<file path="config.mk">
export PLATFORM = sky130hd
export DESIGN_NAME = cap_cmp_timer
export DESIGN_NICKNAME = d
export VERILOG_FILES = /design/src/rtl/ccpt_pkg.sv /design/src/rtl/ccpt_prescale.sv /design/src/rtl/ccpt_counter.sv /design/src/rtl/ccpt_cmp_ch.sv /design/src/rtl/ccpt_cap_ch.sv /design/src/rtl/cap_cmp_timer.sv
export SDC_FILE = /design/constraint.sdc
export NUM_CORES = 1
export LEC_CHECK = 0
export BUFFER_PORTS_ARGS = -buffer_cell sky130_fd_sc_hd__buf_2
export CORE_UTILIZATION = 59
export DETAILED_ROUTE_END_ITERATION = 12
export HOLD_SLACK_MARGIN = 0.06
export PLACE_DENSITY_LB_ADDON = 0.3
export SLEW_MARGIN = 40
export SYNTH_ARGS = -nofsm -noshare
export SYNTH_HDL_FRONTEND = slang
export SYNTH_SLANG_ARGS = --single-unit
</file>
<file path="constraint.sdc">
create_clock -name clk -period 7.69 [get_ports clk]
set_input_delay 0.769 -clock clk [delete_from_list [all_inputs] [get_ports clk]]
set_output_delay 0.769 -clock clk [all_outputs]
set_load 0.005 [all_outputs]
</file>
<file path="src/rtl/ccpt_pkg.sv">
package ccpt_pkg;
  typedef enum logic [1:0] {
    MODE_BASIC = 2'd0,
    MODE_ASYM  = 2'd1,
    MODE_SYM   = 2'd2,
    MODE_RSVD  = 2'd3
  } mode_e;
endpackage

</file>
<file path="src/rtl/ccpt_prescale.sv">
module ccpt_prescale #(
  parameter int PW = 10
) (
  input  logic          clk,
  input  logic          rst_n,
  input  logic          run,
  input  logic [PW-1:0] div,
  output logic          tick
);
  logic [PW-1:0] pc_q, pc_d;

  always_comb begin
    tick = 1'b0;
    pc_d = '0;
    if (run) begin
      if (pc_q >= div) begin
        tick = 1'b1;
      end else begin
        pc_d = pc_q + PW'(1);
      end
    end
  end

  always_ff @(posedge clk or negedge rst_n) begin
    if (!rst_n) pc_q <= '0;
    else        pc_q <= pc_d;
  end
endmodule

</file>
<file path="src/rtl/ccpt_counter.sv">
module ccpt_counter
  import ccpt_pkg::*;
#(
  parameter int TW = 16
) (
  input  logic          clk,
  input  logic          rst_n,
  input  logic          tick,
  input  mode_e         mode,
  input  logic          dir_down,
  input  logic [TW-1:0] reload,
  output logic [TW-1:0] tmr,
  output logic          ovf,
  output logic          phase
);
  localparam logic [TW-1:0] TOP = '1;
  localparam logic [TW-1:0] ONE = TW'(1);

  logic [TW-1:0] tmr_d;
  logic          sdn_q, sdn_d, ph_d;

  always_comb begin
    tmr_d = tmr;
    sdn_d = (mode == MODE_SYM) ? sdn_q : 1'b0;
    ovf   = 1'b0;
    if (tick) begin
      unique case (mode)
        MODE_ASYM: begin
          if (tmr == '0) begin tmr_d = reload; ovf = 1'b1; end
          else           tmr_d = tmr - ONE;
        end
        MODE_SYM: begin
          if (!sdn_q) begin
            if (tmr >= reload) begin
              sdn_d = 1'b1;
              tmr_d = (tmr == '0) ? '0 : tmr - ONE;
            end else begin
              tmr_d = tmr + ONE;
            end
          end else if (tmr == '0) begin
            sdn_d = 1'b0;
            ovf   = 1'b1;
            tmr_d = (reload == '0) ? '0 : ONE;
          end else begin
            tmr_d = tmr - ONE;
          end
        end
        default: begin
          if (dir_down) begin
            if (tmr == '0) begin tmr_d = reload; ovf = 1'b1; end
            else           tmr_d = tmr - ONE;
          end else begin
            if (tmr == TOP) begin tmr_d = reload; ovf = 1'b1; end
            else            tmr_d = tmr + ONE;
          end
        end
      endcase
    end
    if (mode != MODE_ASYM) ph_d = 1'b0;
    else if (ovf)          ph_d = ~phase;
    else                   ph_d = phase;
  end

  always_ff @(posedge clk or negedge rst_n) begin
    if (!rst_n) begin
      tmr   <= '0;
      sdn_q <= 1'b0;
      phase <= 1'b0;
    end else begin
      tmr   <= tmr_d;
      sdn_q <= sdn_d;
      phase <= ph_d;
    end
  end
endmodule

</file>
<file path="src/rtl/ccpt_cmp_ch.sv">
module ccpt_cmp_ch #(
  parameter int TW = 16
) (
  input  logic [TW-1:0] tmr,
  input  logic [TW-1:0] cmp,
  input  logic          inv,
  input  logic          pwm_mode,
  input  logic          gate_en,
  output logic          match,
  output logic          out
);
  logic raw;

  always_comb begin
    match = (tmr == cmp);
    raw   = pwm_mode && gate_en && (tmr < cmp);
    out   = raw ^ inv;
  end
endmodule

</file>
<file path="src/rtl/ccpt_cap_ch.sv">
module ccpt_cap_ch #(
  parameter int TW = 16,
  parameter int EW = 4,
  parameter int FD = 4
) (
  input  logic          clk,
  input  logic          rst_n,
  input  logic          pin,
  input  logic          fall_sel,
  input  logic          filt_en,
  input  logic [EW-1:0] evt_num,
  input  logic [TW-1:0] tmr,
  output logic [TW-1:0] cap_val,
  output logic          hit
);
  logic [FD-1:0] smp_q, smp_d;
  logic          lvl_q, cand, edge_ok;
  logic [EW-1:0] evc_q, evc_d;
  logic [TW-1:0] cap_d;

  always_comb begin
    smp_d = {smp_q[FD-2:0], pin};
    if (!filt_en)       cand = smp_q[0];
    else if (&smp_q)    cand = 1'b1;
    else if (~|smp_q)   cand = 1'b0;
    else                cand = lvl_q;
    edge_ok = (cand != lvl_q) && (cand ^ fall_sel);
    hit     = edge_ok && (evc_q >= evt_num);
    evc_d   = evc_q;
    if (edge_ok) evc_d = hit ? '0 : evc_q + EW'(1);
    cap_d   = hit ? tmr : cap_val;
  end

  always_ff @(posedge clk or negedge rst_n) begin
    if (!rst_n) begin
      smp_q   <= '0;
      lvl_q   <= 1'b0;
      evc_q   <= '0;
      cap_val <= '0;
    end else begin
      smp_q   <= smp_d;
      lvl_q   <= cand;
      evc_q   <= evc_d;
      cap_val <= cap_d;
    end
  end
endmodule

</file>
<file path="src/rtl/cap_cmp_timer.sv">
module cap_cmp_timer
  import ccpt_pkg::*;
#(
  parameter int TW   = 16,
  parameter int PW   = 10,
  parameter int NCMP = 4,
  parameter int NCAP = 2,
  parameter int EW   = 4,
  localparam int NF  = 1 + NCAP + NCMP
) (
  input  logic               clk,
  input  logic               rst_n,
  input  logic               run,
  input  logic [PW-1:0]      presc_div,
  input  logic [TW-1:0]      reload,
  input  logic               dir_down,
  input  logic [1:0]         mode,
  input  logic               pair_en,
  input  logic [NCMP*TW-1:0] cmp_val,
  input  logic [NCMP-1:0]    cmp_inv,
  input  logic [NCAP-1:0]    cap_pin,
  input  logic [NCAP-1:0]    cap_fall,
  input  logic [NCAP-1:0]    cap_filt,
  input  logic [NCAP*EW-1:0] cap_evt,
  input  logic [NF-1:0]      flag_clr,
  output logic [TW-1:0]      tmr,
  output logic [NCMP-1:0]    pwm_out,
  output logic [NCAP*TW-1:0] cap_val,
  output logic [NF-1:0]      flags,
  output logic               irq
);
  logic           rs1_q, rst_i;
  logic           tick, ovf, phase;
  mode_e          mode_m;
  logic           pwm_mode, pair_mode;
  logic [NCMP-1:0] cmp_match;
  logic [NCAP-1:0] cap_hit;
  logic [NF-1:0]   set_vec, flags_d;

  always_ff @(posedge clk or negedge rst_n) begin
    if (!rst_n) begin
      rs1_q <= 1'b0;
      rst_i <= 1'b0;
    end else begin
      rs1_q <= 1'b1;
      rst_i <= rs1_q;
    end
  end

  assign mode_m    = mode_e'(mode);
  assign pwm_mode  = (mode_m == MODE_ASYM) || (mode_m == MODE_SYM);
  assign pair_mode = pair_en && (mode_m == MODE_ASYM);

  ccpt_prescale #(.PW(PW)) u_presc (
    .clk(clk), .rst_n(rst_i), .run(run), .div(presc_div), .tick(tick)
  );

  ccpt_counter #(.TW(TW)) u_cnt (
    .clk(clk), .rst_n(rst_i), .tick(tick), .mode(mode_m),
    .dir_down(dir_down), .reload(reload), .tmr(tmr), .ovf(ovf), .phase(phase)
  );

  for (genvar i = 0; i < NCMP; i++) begin : g_cmp
    localparam bit PSEL = ((i / 2) % 2) == 1;
    logic gate;
    assign gate = !pair_mode || (phase == PSEL);
    ccpt_cmp_ch #(.TW(TW)) u_ch (
      .tmr(tmr), .cmp(cmp_val[i*TW +: TW]), .inv(cmp_inv[i]),
      .pwm_mode(pwm_mode), .gate_en(gate),
      .match(cmp_match[i]), .out(pwm_out[i])
    );
  end

  for (genvar j = 0; j < NCAP; j++) begin : g_cap
    ccpt_cap_ch #(.TW(TW), .EW(EW)) u_cap (
      .clk(clk), .rst_n(rst_i), .pin(cap_pin[j]), .fall_sel(cap_fall[j]),
      .filt_en(cap_filt[j]), .evt_num(cap_evt[j*EW +: EW]), .tmr(tmr),
      .cap_val(cap_val[j*TW +: TW]), .hit(cap_hit[j])
    );
  end

  always_comb begin
    set_vec = {cmp_match & {NCMP{run}}, cap_hit, ovf};
    flags_d = (flags & ~flag_clr) | set_vec;
  end

  always_ff @(posedge clk or negedge rst_i) begin
    if (!rst_i) flags <= '0;
    else        flags <= flags_d;
  end

  assign irq = |flags;
endmodule

</file>
* Word-level counts from Yosys, hierarchy flattened
Index checks and enable logic that the tools add are counted.
** Operators by class
- Equal/unequal tests :: 10
- Muxes and demuxes :: 35
- Add/sub/neg operators :: 5
- Order comparisons :: 8
- Reduce and logical (&&, ||, !) cells :: 23
- Bitwise gates (word level) :: 11
** Operators by type and width (count)
- two-way mux 16 bit :: 7
- == test 16 bit :: 4
- less-than comparator 16 bit :: 4
- logical NOT 16 bit :: 2
- one-hot mux 16 bit (2 select lines) :: 1
- two-way mux 1 bit :: 22
- two-way mux 10 bit :: 2
- adder 16 x 1 -> 16 bit (second input constant) :: 1
- == test 16 bit (second input constant) :: 1
- >= comparator 16 bit :: 1
- subtractor 16 x 1 -> 16 bit (second input constant) :: 1
- logical AND 1 bit :: 11
- adder 10 x 1 -> 10 bit (second input constant) :: 1
- >= comparator 10 bit :: 1
- adder 4 x 1 -> 4 bit (second input constant) :: 2
- >= comparator 4 bit :: 2
- two-way mux 4 bit :: 2
- AND reduction 4 bit :: 2
- OR reduction 4 bit :: 2
- bitwise AND 7 bit :: 1
- NOT 7 bit :: 1
- bitwise OR 7 bit :: 1
- OR reduction 7 bit :: 1
- bitwise XOR 1 bit :: 6
- other kinds (10) :: 13
** Storage, ports and cells
- Bits of input ports :: 122
- Bits in registers :: 87
- Logic and storage cells :: 107

* Depth between registers and ports, before layout
Gate-level depths: netlist of run 1.
- Word-level depth :: 8
- Mapped depth :: 12

* Modules after synthesis
A second synthesis of run 1 with hierarchy kept.
** Unflattened totals
- Cells, all modules :: 962
- Area total of the unflattened synthesis :: 8311.7 sq um
** Modules (own cells, without submodules)
- ccpt_counter :: area each 3052.9 sq um, cells an instance 424, times used 1, sequential area each 450.4 sq um
- ccpt_cap_ch :: area each 1216.2 sq um, cells an instance 90, times used 2, sequential area each 625.6 sq um
- ccpt_cmp_ch :: area each 417.9 sq um, cells an instance 61, times used 4, sequential area each 0.0 sq um
- ccpt_prescale :: area each 795.8 sq um, cells an instance 79, times used 1, sequential area each 250.2 sq um
- cap_cmp_timer :: area each 359.1 sq um, cells an instance 35, times used 1, sequential area each 225.2 sq um

* Worst setup path before layout of run 1
OpenSTA, ideal clock, no wires.
- Path type :: input-to-reg
- Start point :: in reload[9]
- End point :: reg u_cnt.tmr[4]
- Cell stages on the path :: 10
- Arrival :: 2.899 ns
- Path buffers :: 1
- Library setup time :: 0.122 ns
- Path slack :: 4.669 ns
- Required time :: 7.568 ns
- Cell sequence :: inv_1 ha_1 a21o_1 a21o_1 a2111oi_0 o21ai_1 and3_1 buf_2 a221o_1 a32o_1
** On the way
- Longest elaborated chain between the ends :: 4
** RTL lines
- from (decl) :: RTL line cap_cmp_timer.sv:15 : input logic [TW-1:0] reload,
- >= comparator 16 bit :: RTL line ccpt_counter.sv:34 : if (tmr >= reload) begin
- two-way mux 16 bit :: RTL line ccpt_counter.sv:34
- two-way mux 16 bit :: RTL line ccpt_counter.sv:33 : if (!sdn_q) begin
- one-hot mux 16 bit (2 select lines) :: RTL line ccpt_counter.sv:27 : unique case (mode)
- to (signal assigned) :: RTL line ccpt_counter.sv:70 : tmr <= tmr_d;
- to (decl) :: RTL line ccpt_counter.sv:12 : output logic [TW-1:0] tmr,
No other way between the ends.
A chain may end at the register's enable or synchronous reset.

* Final worst setup path of run 1
- Start point :: in mode[0]
- End point :: out pwm_out[2]
** On the way
- Longest elaborated chain between the ends :: 7
- Elaborated cells between the ends (all ways) :: 9
** RTL lines
- from (decl) :: RTL line cap_cmp_timer.sv:17 : input logic [1:0] mode,
- == test 2 x 1 -> 1 bit :: RTL line cap_cmp_timer.sv:51, cap_cmp_timer.sv:52
- logical AND 1 bit :: RTL line cap_cmp_timer.sv:52 : assign pair_mode = pair_en && (mode_m == MODE_ASYM);
- logical NOT 1 bit :: RTL line cap_cmp_timer.sv:66 : assign gate = !pair_mode || (phase == PSEL);
- logical OR 1 bit :: RTL line cap_cmp_timer.sv:66
- logical AND 1 bit * (2 in a row) :: RTL line ccpt_cmp_ch.sv:16 : raw = pwm_mode && gate_en && (tmr < cmp);
- bitwise XOR 1 bit * :: RTL line ccpt_cmp_ch.sv:17 : out = raw ^ inv;
- to (decl) :: RTL line cap_cmp_timer.sv:27 : output logic [NCMP-1:0] pwm_out,
Every way passes the cells marked *; elsewhere a longest branch is shown, timed or not.

==> results of run 1 <==
==> routing by layer <==
layer,wire length (um),part of all wire
met4,756,0.035
met1,8900,0.41
met3,2190,0.10
met2,9850,0.45
met5,0,0
==> power breakdown <==
part           internal (W)  total [W]  switching, W  leakage [nW]
clock network      0.000231   0.000431      0.000200         0.134
registers          0.000578   0.000733      0.000155          1.13
logic              0.000417   0.000844      0.000427          3.42
total               0.00123    0.00201      0.000782          4.68
==> sequential cells by signal, summed over array words and instances (netlist names) <==
signal / cells
u_cnt.tmr: 16
g_cap.u_cap.evc_q: 8
rst_i: 1
g_cap.u_cap.cap_val: 32
u_cnt.sdn_q: 1
rs1_q: 1
g_cap.u_cap.smp_q: 8
u_cnt.phase: 1
flags: 7
u_presc.pc_q: 10
g_cap.u_cap.lvl_q: 2
==> metrics by stage <==
step / instances / setup slack, ns
final: 1198 / 4.07
after global routing: 1198 / 3.88
after floorplan: 865 / 4.67
after global placement: 1182 / 4.18
after detailed placement: 1182 / 4.10
after CTS: 1198 / 4.10
==> critical path: stages <==
cell and delay (ns):
buf_2 0.09, inv_1 0.04, ha_1 0.50, inv_1 0.33
o21ai_0 0.18, a211oi_1 0.40, nor4b_1 0.26, nand3b_1 0.16
buf_2 0.12
==> cell usage after synthesis (5+ instances only) <==
cell type / instances
a2111oi_0: 7
a211oi_1: 18
a21o_1: 26
a21oi_1: 52
a221oi_1: 7
a31oi_1: 7
and3_1: 6
buf_2: 7
buf_4: 5
clkbuf_1: 22
dfrtp_1: 87
ha_1: 105
inv_1: 112
mux2_2: 33
mux2i_1: 10
nand2_1: 30
nand2b_1: 16
nand3_1: 26
nand4_1: 21
nor2_1: 62
nor2b_1: 10
nor3_1: 22
nor4_1: 8
o211ai_1: 10
o21a_1: 5
o21ai_0: 36
o22ai_1: 8
or3_1: 9
xnor2_1: 24
xor2_1: 16
==> logic make-up (layout without fill, tap and decap cells) <==
family                     Yosys count  in the layout
muxes                               46             46
AOI/OAI and AO/OA                  200            200
and+or+nand+nor                    233            233
buffers and inverters              153            318
adders and majority gates          105            105
other                                1              1
DFF                                 87             87
xor gates and xnor gates            40             40
==> worst max-delay path by stage <==
stage                          endpoint  slack, ns  depth (start not counted)
2_1_floorplan  u_cnt.tmr[4]$_DFFE_PN0P_       4.67                         10
3_3_place_gp                 pwm_out[2]       4.18                          9
3_5_place_dp                 pwm_out[2]       4.10                          9
4_1_cts                      pwm_out[2]       4.10                          9
5_1_grt                      pwm_out[2]       3.88                          9
6_report                     pwm_out[2]       4.07                          9
==> area by class of cell <==
type / count / area share
clock inverters: 5 / 0.00454
repair buffers: 189 / 0.110
flip-flops and latches: 87 / 0.248
well taps: 168 / 0.0239
clock buffers: 11 / 0.0276
multi-input cells: 625 / 0.539
inverters: 113 / 0.0481
==> impl_results.md, run 1 <==
* Register Area at 2180 um2
* Maxcap violations at 0
* Met1 Use GR at 0.426
* EDFF count, synth at 0
* Setup crit end kind: primary output
* Peak VDD IR at 222 uV
* FF+latch count, synth at 87
* Ant diodes at 0
* F_max at 276 MHz
* Compound-Gate Fraction of Synth Area at 0.173
* Initial Util at 0.617
* Most used DFF post-synth: dfrtp_1
* Fin Hold WS at 0.191 ns
* Worst reg2reg path endpoint: u_cnt.tmr[4]$_DFFE_PN0P_
* Crit Path Max Fanout at 14
* GRT Residual Overflow at 0
* Synth Instances at 865
* CTS tree: done
* Setup TNS at 0 ns
* Power, Total at 0.00201 W
* Vias after detailed routing at 7118
* Placed inst area at 8520 um2
* Final setup viols at 0
* Tcrit/Tclk final at 0.471
* Post-route ant nets at 0
* Leakage at 4.68 nW
* Die X at 115 um
* Wire per inst at 18.1 um
* Worst slew pin tran at 0.789 ns
* Post-detail-place hpwl at 16000 um
* Register area share after synthesis at 0.289
* Largest area contributor in the synthesized netlist: dfrtp_1
* Vias in the first global route at 6695
* Ranking of synthesized cells by area: dfrtp_1 (29%), ha_1 (17%), inv_1 (5.6%), mux2_2 (4.9%), a21oi_1 (3.5%)
* Crit Path Class: primary input to primary output
* Clock slew seen by the registers of the worst setup and hold paths at 0.06 ns
* Layout cells sized above 1 at 0.249
* Ports at 182
* YS warnings at 0
* Commonest non-fill, non-tap cell in the layout: buf_2
* Net Count, Synth at 1092
* Global-route wire length before repair at 34000 um
* Count of pins over their slew limit at 0
* Status: completed
* Fill cells at 1024
* Post-route cell area at 8810 um2
* Most Crowded Layer GR: met2
* Core area at 12200 um2
* P&R area growth vs syn at 16.9%
* Largest family of logic cells by synthesized area: adder cells
* Worst r2r path cells at 10
* # H-tree levels at 3
* Worst setup path startpoint: mode[0]
* Sink Count at 87
* Final Hold Viols at 0
* Post-synthesis xor/xnor area fraction at 0.0465
* Post-cts sizing count at 0
* Syn Area/Cell at 8.71 um2
* Die area at 13200 um2
* Rel. slew slack at 0.472
* Detailed Routing Iterations Pass 1 at 5
* Post-Synth Simple-Gate Area at 0.164
* All-layer global routing usage at 0.338
* Final GP Congestion at 0.966
* Post-synthesis async set-or-reset flop share at 1.00
* CTS Hold Bufs at 0
* DR iter-0 viols at 605
* Chip height at 115 um
* Adder-Cell Fraction of Synth Area at 0.174
* Pwr Density at 228 nW/um2
* Post-synthesis mux area share at 0.0696
* Finished Core Util at 0.721
* Cts bufs inserted at 9
* Post-layout nets at 1252
* Root Buffer: clkbuf_16
* Met2 usage at 0.558
* Input/output buffers at 181
* Synthesized area at 7540 um2
* Startpoint Class: primary input
* # DRC at 0
* Initial antenna violation count at 0
* Worst-Skew Late Latency at 0.35 ns
* Data required time of the critical path at 6.92 ns
* FF-to-FF setup slack at 4.23 ns
* RSZ-0062 raised after global routing: no
* Post-synth cell types at 68
* Post-CTS setup buffer count at 0
* Reg2reg start: u_cnt.tmr[0]$_DFFE_PN0P_
* Multi-input logic area at 4740 um2
* FP Rows at 40
* Clk buf depth at 2
* Largest net degree at the start of global routing at 56
* Clk_skew at 0.0116 ns
* Min Tclk post-route at 3.62 ns
* Commonest cells after routing, fill and taps aside: buf_2 (181), inv_1 (112), ha_1 (104)
* Hold Crit Class: primary input to async pin
* Worst Path Arrival at 2.85 ns
* WL final at 21700 um
* Yosys top cell area share at 0.289
* Met3 global-route usage at 0.0833
* Vias per cell at 5.94
Power figures use the tool's default switching activity.
==> inputs of run 2 (changes only) <==
--- a/config.mk
+++ b/config.mk
@@ -6,7 +6,7 @@
 export NUM_CORES = 1
 export LEC_CHECK = 0
 export BUFFER_PORTS_ARGS = -buffer_cell sky130_fd_sc_hd__buf_2
-export CORE_UTILIZATION = 59
+export CORE_UTILIZATION = 55
 export DETAILED_ROUTE_END_ITERATION = 12
 export HOLD_SLACK_MARGIN = 0.06
 export PLACE_DENSITY_LB_ADDON = 0.3
==> constraint.sdc (replaced) <==
create_clock -name clk -period 3.6 [get_ports clk]
set_input_delay 0.36 -clock clk [delete_from_list [all_inputs] [get_ports clk]]
set_output_delay 0.36 -clock clk [all_outputs]
set_load 0.005 [all_outputs]
==> run 2 against run 1 <==
  * Sequential share of layout area decreased by 0.53 points
  * Cell count up 2.4%
  * Clock power grew 120%
  * Hold slack worse by 0.085 ns
  * Critical endpoint is now u_cnt.phase$_DFFE_PN0P_
  * Largest cell class unchanged
  * Highest routed layer unchanged
==> impl_results.md, run 2 (synthesis gave the netlist of run 1 again) <==
* Input/output buffers at 181
* Vias in the first global route at 7008
* Pwr Density at 486 nW/um2
* Tcrit/Tclk final at 0.876
* WL met1 at 9240 um
* Worst r2r path cells at 7
* DR iter-0 viols at 584
* Vias per cell at 5.86
* Setup crit end kind: register
* Cts bufs inserted at 9
* Root Buffer: clkbuf_16
* Detailed Routing Iterations Pass 1 at 6
* Core area at 13300 um2
* Maxcap violations at 0
* Vias after detailed routing at 7188
* Crit Path Max Fanout at 13
* Crit Path Class: register to register
* Top layer in use: met4
* Clk_skew at 0.00850 ns
* Met2 wire length at 9900 um
* Count of pins over their slew limit at 0
* FP Rows at 42
* Post-layout nets at 1273
* Final setup viols at 0
* Commonest cells after routing, fill and taps aside: buf_2 (181), inv_1 (112), ha_1 (105)
* Worst slew pin tran at 0.685 ns
* Wire per inst at 17.8 um
* Final GP Congestion at 1.06
* Final Hold Viols at 0
* Ports at 182
* Leakage at 4.81 nW
* Layout cells sized above 1 at 0.261
* Max reg flops at 32
* Hold Crit Class: primary input to register
* Status: completed
* Peak VDD IR at 405 uV
* Top Registers: g_cap.u_cap.cap_val: 32 flops, u_cnt.tmr: 16 flops, u_presc.pc_q: 10 flops
* RSZ-0062 raised after global routing: no
* Initial antenna violation count at 0
* Clock slew seen by the registers of the worst setup and hold paths at 0.07 ns
* Post-route cell area at 9000 um2
* Hold depth at 1
* F_max at 317 MHz
* Metal3 WL at 1920 um
* GRT Residual Overflow at 0
* # H-tree levels at 3
* P&R area growth vs syn at 19.4%
* Sink Count at 87
* Worst-Skew Late Latency at 0.35 ns
* Die area at 14200 um2
* Ant diodes at 0
* Post-detail-place hpwl at 16700 um
* Initial Util at 0.567
* Placed inst area at 8690 um2
* Setup TNS at 0 ns
* Commonest non-fill, non-tap cell in the layout: buf_2
* Post-route ant nets at 0
* Data required time of the critical path at 3.84 ns
* Die X at 119 um
* # DRC at 0
* Biggest register: g_cap.u_cap.cap_val
* Largest net degree at the start of global routing at 42
* Global-route wire length before repair at 34900 um
* Min Tclk post-route at 3.16 ns
* Rel. slew slack at 0.531
* WL final at 21800 um
* Finished Core Util at 0.677
* Startpoint Class: register
* Worst Path Arrival at 3.40 ns
* All-layer global routing usage at 0.316
* CTS tree: done
* Chip height at 119 um
* Clk buf depth at 2
* Post-cts sizing count at 0
-- run 2: stage by stage --
stage / worst slack [ns] / power [W] / cells / hold slack (ns)
floorplan: 0.658 / 0.00270 / 865 / 0.0644
global placement: 0.467 / 0.00335 / 1209 / 0.146
finish: 0.445 / 0.00437 / 1227 / 0.106
global route: 0.288 / 0.00468 / 1227 / 0.0948
CTS: 0.495 / 0.00438 / 1227 / 0.0961
detailed placement: 0.507 / 0.00342 / 1210 / 0.149
-- run 2: layout make-up --
cell class / count / area [um2]
fillers: 1121 / 4300
multi-input cells: 625 / 4730
repair buffers: 210 / 1140
clock buffers: 9 / 225
inverters: 113 / 424
clock inverters: 7 / 75.1
flip-flops and latches: 87 / 2180
well taps: 176 / 220
-- run 2: routing by layer --
| layer | GRT usage | up-vias |
|---|---|---|
| li1 | - | 3451 |
| met1 | 0.407 | 3322 |
| met2 | 0.509 | 359 |
| met3 | 0.0608 | 56 |
| met4 | 0.151 | 0 |
| met5 | 0 | - |
-- run 2: path summary, 6_finish.rpt --
path,start,end,slack [ns]
worst min register to register,rst_i$_DFF_PN0_,g_cap[0].u_cap.evc_q[3]$_DFFE_PN0P_,0.25
worst max-delay path,u_cnt.tmr[3]$_DFFE_PN0P_,u_cnt.phase$_DFFE_PN0P_,0.44
worst max register to register,u_cnt.tmr[3]$_DFFE_PN0P_,u_cnt.phase$_DFFE_PN0P_,0.44
min in group asynchronous,rst_i$_DFF_PN0_,g_cap[0].u_cap.evc_q[3]$_DFFE_PN0P_,0.25
max in group asynchronous,rst_i$_DFF_PN0_,g_cap[0].u_cap.cap_val[8]$_DFFE_PN0P_,2.73
worst min-delay path,cap_pin[1],g_cap[1].u_cap.smp_q[0]$_DFF_PN0_,0.11
-- run 2: worst max-delay path, stage by stage (launching register included) --
cell and delay [ns]:
dfrtp_1 0.64, nand3_1 0.41, nor4_2 0.67, nand3_2 0.37, mux2i_4 0.41, a21oi_1 0.18
o21a_1 0.19, o21a_1 0.18
-- run 2: report_power, final --
| part | switching, W | internal [W] | total, W |
|---|---|---|---|
| clock | 0.000459 | 0.000490 | 0.000950 |
| combinational | 0.00105 | 0.000933 | 0.00198 |
| sequential | 0.000199 | 0.00124 | 0.00144 |
-- run 2: repair_timing --
item / 4_1_cts / 5_1_grt
hold buffers: 1 / 0
hold endpoints to repair: 2 / 0
buffers inserted: 0 / 0
==> inputs of run 3 (changes only) <==
--- a/config.mk
+++ b/config.mk
@@ -5,11 +5,12 @@
 export SDC_FILE = /design/constraint.sdc
 export NUM_CORES = 1
 export LEC_CHECK = 0
-export BUFFER_PORTS_ARGS = -buffer_cell sky130_fd_sc_hd__buf_2
-export CORE_UTILIZATION = 55
+export CORE_UTILIZATION = 59
 export DETAILED_ROUTE_END_ITERATION = 12
+export DONT_BUFFER_PORTS = 1
 export HOLD_SLACK_MARGIN = 0.06
 export PLACE_DENSITY_LB_ADDON = 0.3
+export SKIP_CTS_REPAIR_TIMING = 1
 export SLEW_MARGIN = 40
 export SYNTH_ARGS = -nofsm -noshare
 export SYNTH_HDL_FRONTEND = slang
==> run 3 against run 2 <==
  * Register-to-register slack improved by 0.05 ns
  * Clock-buffer cell count unchanged
  * Clock power about the same
  * Critical path depth increased by 2
  * Critical path type unchanged
  * Critical endpoint unchanged
  * Highest routed layer unchanged
==> impl_results.md, run 3 (synthesis gave the netlist of run 1 again) <==
* Leakage at 4.04 nW
* Clock slew seen by the registers of the worst setup and hold paths at 0.08 ns
* Commonest cells after routing, fill and taps aside: inv_1 (112), ha_1 (104), dfrtp_1 (86)
* Clk_skew at 0.0102 ns
* RSZ-0062 raised after global routing: no
* Crit Path Class: register to register
* Core area at 12200 um2
* Chip height at 115 um
* Clk buf depth at 2
* Crit Path Max Fanout at 13
* Input/output buffers at 0
* Peak VDD IR at 483 uV
* Initial antenna violation count at 0
* Post-route cell area at 8110 um2
* Root Buffer: clkbuf_16
* Initial Util at 0.617
* Global-route wire length before repair at 34400 um
* Cts bufs inserted at 9
* Tcrit/Tclk final at 0.863
* Worst Path Arrival at 3.35 ns
* Ant diodes at 0
* Final setup viols at 0
* Status: completed
* Post-route ant nets at 0
* # DRC at 0
* Final GP Congestion at 0.942
* P&R area growth vs syn at 7.62%
* All-layer global routing usage at 0.343
* Setup TNS at 0 ns
* Maxcap violations at 0
* DR iter-0 viols at 527
* F_max at 322 MHz
* GRT Residual Overflow at 0
* Detailed Routing Iterations Pass 1 at 5
* Worst slew pin tran at 0.648 ns
* Data required time of the critical path at 3.84 ns
* Power, Total at 0.00415 W
* Fin Hold WS at 0.0912 ns
* Rel. slew slack at 0.566
* Hold Crit Class: primary input to register
* Post-layout nets at 1093
* Die area at 13200 um2
* Ports at 182
* CTS tree: done
* Pwr Density at 512 nW/um2
* WL final at 22600 um
* Sink Count at 87
* # H-tree levels at 3
* Fill cells at 1053
* FP Rows at 40
* Min Tclk post-route at 3.11 ns
* Vias after detailed routing at 6709
* Count of pins over their slew limit at 0
* Wire per inst at 21.8 um
* Vias in the first global route at 6660
* Setup crit end kind: register
* Post-detail-place hpwl at 17100 um
* Top Registers: g_cap.u_cap.cap_val: 32 flops, u_cnt.tmr: 16 flops, u_presc.pc_q: 10 flops
* Vias per cell at 6.46
* Layout cells sized above 1 at 0.108
* Biggest register: g_cap.u_cap.cap_val
* Placed inst area at 7780 um2
* Commonest non-fill, non-tap cell in the layout: inv_1
* Final Hold Viols at 0
* Worst-Skew Late Latency at 0.35 ns
* Die X at 115 um
* Largest net degree at the start of global routing at 44
* Max reg flops at 32
* Startpoint Class: register
## run 3: cell count changes in the layout (fill, tap and decap cells not counted), moves of 2 or more
cell / previous run / this run
dlygate4sd3_1: 1 / 3
buf_4: 27 / 25
buf_2: 181 / 0
inv_8: 0 / 2
inv_6: 4 / 2
## run 3: worst paths after layout
kind / startpoint / to / slack (ns) / cells past startpoint
worst max-delay path: u_cnt.tmr[0]$_DFFE_PN0P_ / u_cnt.phase$_DFFE_PN0P_ / 0.49 / 9
worst min-delay path: flag_clr[5] / flags[5]$_DFF_PN0_ / 0.09 / 1
worst max register to register: u_cnt.tmr[0]$_DFFE_PN0P_ / u_cnt.phase$_DFFE_PN0P_ / 0.49 / 9
worst min register to register: rst_i$_DFF_PN0_ / g_cap[0].u_cap.lvl_q$_DFF_PN0_ / 0.33 / 0
max in group asynchronous: rst_i$_DFF_PN0_ / flags[3]$_DFF_PN0_ / 2.63 / 1
min in group asynchronous: rst_n / rs1_q$_DFF_PN0_ / 0.22 / 1
## run 3: final cells by class
class / instances / area, um2 / share of cell area
Clock buffer: 9 / 225 / 0.0278
Clock inverter: 7 / 72.6 / 0.00895
Inverter: 113 / 424 / 0.0523
Multi-Input combinational cell: 625 / 4740 / 0.584
Sequential cell: 87 / 2180 / 0.269
Tap cell: 168 / 210 / 0.0259
Timing Repair Buffer: 30 / 258 / 0.0318
## run 3: power breakdown
group	switching [W]	total, W	internal, W
sequential	0.000266	0.00150	0.00124
combinational	0.000936	0.00169	0.000756
clock	0.000462	0.000953	0.000490
total	0.00166	0.00415	0.00248
## run 3: per-layer routing
layer,vias up,global-route usage,wire length [um]
met5,-,0,0
met2,364,0.570,10500
met3,64,0.0901,2210
met1,3199,0.418,9180
li1,3082,-,-
met4,0,0.150,737
## run 3: stage by stage
step / instances / util / worst slack (ns)
floorplan: 865 / - / 0.658
global placement: 1019 / 0.635 / 0.671
detailed placement: 1020 / 0.637 / 0.592
CTS: 1036 / 0.662 / 0.579
global route: 1039 / 0.664 / 0.377
finish: 1039 / 0.664 / 0.492
## run 3: worst max-delay path, cell delays in order (launching register included)
cell	delay [ns]
dfrtp_1	0.35
buf_4	0.20
ha_1	0.21
nand3_1	0.27
nor4_2	0.65
nand3_2	0.39
mux2i_4	0.38
a21oi_1	0.17
o21a_1	0.20
o21a_1	0.18
